$ cat config.mk
export PLATFORM = sky130hd
export DESIGN_NAME = dual_therm_drive
export DESIGN_NICKNAME = d
export VERILOG_FILES = /design/src/rtl/drv_pkg.sv /design/src/rtl/therm_decoder.sv /design/src/rtl/lane_reg.sv /design/src/rtl/shoot_guard.sv /design/src/rtl/dual_therm_drive.sv
export SDC_FILE = /design/constraint.sdc
export NUM_CORES = 1
export LEC_CHECK = 0
export ABC_CLOCK_PERIOD_IN_PS = 1300
export BUFFER_PORTS_ARGS = -buffer_cell sky130_fd_sc_hd__buf_4
export CAP_MARGIN = 15
export CORE_ASPECT_RATIO = 1.4
export CORE_MARGIN = 10
export CORE_UTILIZATION = 56
export DETAILED_ROUTE_END_ITERATION = 10
export GPL_TIMING_DRIVEN = 0
export PLACE_DENSITY = 0.86
export SKIP_CTS_REPAIR_TIMING = 1
export SYNTH_ARGS = -nofsm -noshare
export SYNTH_HDL_FRONTEND = slang
export SYNTH_HIERARCHICAL = 1
export SYNTH_SLANG_ARGS = --single-unit
$ cat constraint.sdc
create_clock -name clk -period 1.3 [get_ports clk]
set_input_delay 0.26 -clock clk [delete_from_list [all_inputs] [get_ports clk]]
set_output_delay 0.26 -clock clk [all_outputs]
set_load 0.01 [all_outputs]
$ cat src/rtl/drv_pkg.sv
package drv_pkg;
  typedef enum int unsigned {SIDE_UP = 0, SIDE_DN = 1} side_e;
  localparam int unsigned NUM_SIDES = 2;

  // Lane idx is switched on when the code counts past it.
  function automatic logic lane_on(input int unsigned code, input int unsigned idx);
    return code > idx;
  endfunction

  // True when both sides ask for at least one driver.
  function automatic logic both_active(input int unsigned a, input int unsigned b);
    return (a != 0) && (b != 0);
  endfunction
endpackage

$ cat src/rtl/therm_decoder.sv
module therm_decoder #(
  parameter int unsigned CODE_W = 6,
  localparam int unsigned LANES = (1 << CODE_W) - 1
) (
  input  logic [CODE_W-1:0] code,
  output logic [LANES-1:0]  row
);
  for (genvar i = 0; i < LANES; i++) begin : g_lane
    assign row[i] = drv_pkg::lane_on(int'(code), i);
  end
endmodule

$ cat src/rtl/lane_reg.sv
module lane_reg #(
  parameter int unsigned WIDTH = 63
) (
  input  logic             clk,
  input  logic             rst_n,
  input  logic             clear,
  input  logic [WIDTH-1:0] d,
  output logic [WIDTH-1:0] q
);
  always_ff @(posedge clk or negedge rst_n) begin
    if (!rst_n)     q <= '0;
    else if (clear) q <= '0;
    else            q <= d;
  end
endmodule

$ cat src/rtl/shoot_guard.sv
module shoot_guard #(
  parameter int unsigned CODE_W   = 6,
  parameter bit          GUARD_EN = 1'b1
) (
  input  logic              clk,
  input  logic              rst_n,
  input  logic              lock_en,
  input  logic [CODE_W-1:0] up_code,
  input  logic [CODE_W-1:0] dn_code,
  output logic              block,
  output logic              fault
);
  logic collide;
  assign collide = drv_pkg::both_active(int'(up_code), int'(dn_code));
  assign block   = GUARD_EN && lock_en && collide;

  always_ff @(posedge clk or negedge rst_n) begin
    if (!rst_n)     fault <= 1'b0;
    else if (block) fault <= 1'b1;
  end
endmodule

$ cat src/rtl/dual_therm_drive.sv
module dual_therm_drive #(
  parameter int unsigned CODE_W   = 6,
  parameter bit          GUARD_EN = 1'b1,
  localparam int unsigned LANES   = (1 << CODE_W) - 1
) (
  input  logic              clk,
  input  logic              rst_n,
  input  logic              lock_en,
  input  logic [CODE_W-1:0] up_code,
  input  logic [CODE_W-1:0] dn_code,
  output logic [LANES-1:0]  up_en,
  output logic [LANES-1:0]  dn_en,
  output logic              fault
);
  import drv_pkg::*;

  logic              block_now;
  logic [CODE_W-1:0] code_a [NUM_SIDES];
  logic [LANES-1:0]  dec_a  [NUM_SIDES];
  logic [LANES-1:0]  q_a    [NUM_SIDES];

  assign code_a[SIDE_UP] = up_code;
  assign code_a[SIDE_DN] = dn_code;

  shoot_guard #(.CODE_W(CODE_W), .GUARD_EN(GUARD_EN)) u_guard (
    .clk(clk), .rst_n(rst_n), .lock_en(lock_en),
    .up_code(up_code), .dn_code(dn_code),
    .block(block_now), .fault(fault)
  );

  for (genvar s = 0; s < NUM_SIDES; s++) begin : g_side
    therm_decoder #(.CODE_W(CODE_W)) u_dec (.code(code_a[s]), .row(dec_a[s]));
    lane_reg #(.WIDTH(LANES)) u_reg (
      .clk(clk), .rst_n(rst_n), .clear(block_now), .d(dec_a[s]), .q(q_a[s])
    );
  end

  assign up_en = q_a[SIDE_UP];
  assign dn_en = q_a[SIDE_DN];
endmodule

==> impl_metrics.ini <==
[layout]
diodes = 0
layout_commonest_cell = buf_4
final_cell_mix = buf_4, nor2b_1, dfrtp_1, nor2_1, nand2_1
fin_util_pct = 76.4
area_growth_pct = 34.6
final_nets = 667
drive_gt1_share_pct = 33.9

[worst_setup_path]
end_kind = output pin
path_buf_inv = 1
cp.arrival_ns = 0.96
crit_family = flip-flops
crit_fanout = 2
crit_type = register to output pin
start_kind = register
path_cells = buf_4
cp.required_ns = 1.04
critPathMaxStageDelay_ns = 0.40
cpMaxStageDelayCell = dfrtp_1

[clock_tree]
numCtsBuffers = 17
cts_root_buf = clkbuf_16
cts_max_level = 4
tritoncts = done
clk_pin_slew_ns = 0.06
clock_latency_ns = 0.41
cts_sinks = 127
cts_max_path_buffers = 2

[power_and_ir_drop]
ir_drop_mv = 0.954
cellPowerDensity_nw_per_um2 = 1460
leakage_nw = 3.56

[status]
outcome = finished, violations left
violations = hold timing

[global_routing]
grt_pass1_wl_mm = 22.6
grt_max_degree = 81
grt_pass1_vias = 4272
gr-total-overflow = 0
grt_use_total_pct = 21.3
antenna_found_initial = 0

[place]
preCtsSetupSlack_ns = -0.351
port_buffers = 141
globalplace.congestion = 0.977
place_hpwl_mm = 10.1

[sta]
finalClockSkew_ns = 0
finalMaxSlewViolations = 0
finalWorstSetupSlack_ns = 0.0774
hold_viol = 47
fin_hold_ws_ns = -0.141
rsz0062_at_grt = no
relSlewSlack_pct = 60.4
period_minus_slack_ns = 1.22
tightest_slew_ns = 0.595
setup_viol = 0
fin_crit_sh_pct = 94.0
max_freq_ghz = 0.818

[drt]
dr_total_vias = 4051
first_pass_iters = 5
drcViolationCount = 0
ant_nets = 0
avgViaCountPerCell = 5.23
drt-total-wl_mm = 14.2
drt_iter0_markers = 172
post_drt_wl_per_cell_um = 18.4

[synth]
synth-seq-cells = 127
yosysTopAreaCellShare_pct = 59.5
synthTopCellsByArea = dfrtp_1, nor2b_1, o21bai_1, nand2_1, nor2_1
avgSynthCellArea_um2 = 10.9
synth.distinct_cells = 32
synthArstFlopShare_pct = 100
netlist_area_um2 = 5340
synth_largest_area_cell = dfrtp_1
ys.warnings.count = 6
synth_edf_count = 0
synth_nets = 506
synth_cells = 491
yosys_most_used_dff = dfrtp_1
seq_area_frac_synth_pct = 59.5

[floorplan]
core_area_um2 = 9410
fp.dieW_um = 103
num_io_pins = 142
die_area_um2 = 13900
die_h_um = 136
initial_core_util_pct = 56.8
num_rows = 42

[hold_path]
hp-class = primary input to asynchronous set/reset pin

[job]
maxCapViolations = 0
layer usage:
layer  GRT usage [%]  part of all wire [%]
met1            21.9                    36
met2            38.2                    54
met3            7.15                   8.3
met4            8.65                   2.1
met5               0                     0
cell type report:
cell class	instances	area (um^2)
Clock inverter	11	164
Fill cell	610	2220
Multi-Input combinational cell	308	1840
Timing Repair Buffer	142	1090
Clock buffer	20	457
Sequential cell	127	3180
Buffer	42	270
Inverter	14	52.6
Tap cell	110	138
power breakdown:
part / total [mW] / internal [mW] / switching [mW] / leakage, nW
clock: 4.92 / 3.28 / 1.64 / 0.302
combinational: 1.31 / 0.573 / 0.732 / 1.63
sequential: 4.25 / 4.18 / 0.0708 / 1.62
total: 10.5 / 8.03 / 2.44 / 3.56
path summary, 6_finish.rpt:
check	startpoint	endpoint	slack (ns)	depth (start not counted)
max	u_guard/fault	fault	0.08	1
min	rst_n	g_side[0].u_reg/q[51]	-0.14	1
max reg2reg	u_guard/fault	u_guard/fault	0.61	1
min reg2reg	u_guard/fault	u_guard/fault	0.51	1
max in group asynchronous	rst_n	g_side[1].u_reg/q[24]	0.66	2
min in group clk	lock_en	u_guard/fault	0.08	2
cells by family after synthesis:
logic type	share of synthesized area (%)
flops	59.5
compound gates	9.81
simple gates	24.6
buf+inv	6.04
synth_stat cells, types with 4 or more instances:
master,count
o21bai_1,20
dfrtp_1,127
buf_6,6
nor3_2,4
inv_1,14
buf_4,10
nor2_1,36
nand2_1,36
buf_2,20
o21ai_0,12
a21boi_0,14
nand3_2,4
nor3_1,6
a21boi_1,6
clkbuf_2,4
nor2b_1,130
nand3_1,4
a21oi_1,12
per-stage QoR:
step                      hold WS (ns)  instance area, um^2  cells  TNS (ns)  power, mW
after detailed placement         0.309                 6570    743    -37.35       5.61
after floorplan                -0.0356                 5340    491         0       4.95
after global placement           0.492                 6540    742    -71.40       5.57
final                           -0.141                 7190    774         0       10.5
after CTS                       -0.131                 7190    774         0       10.6
after global routing           -0.0981                 7190    774         0       10.8
registers in the layout, indices dropped and copies added (netlist names):
signal / count
g_side.u_reg/q: 126
u_guard/fault: 1
Power figures use the tool's default switching activity.
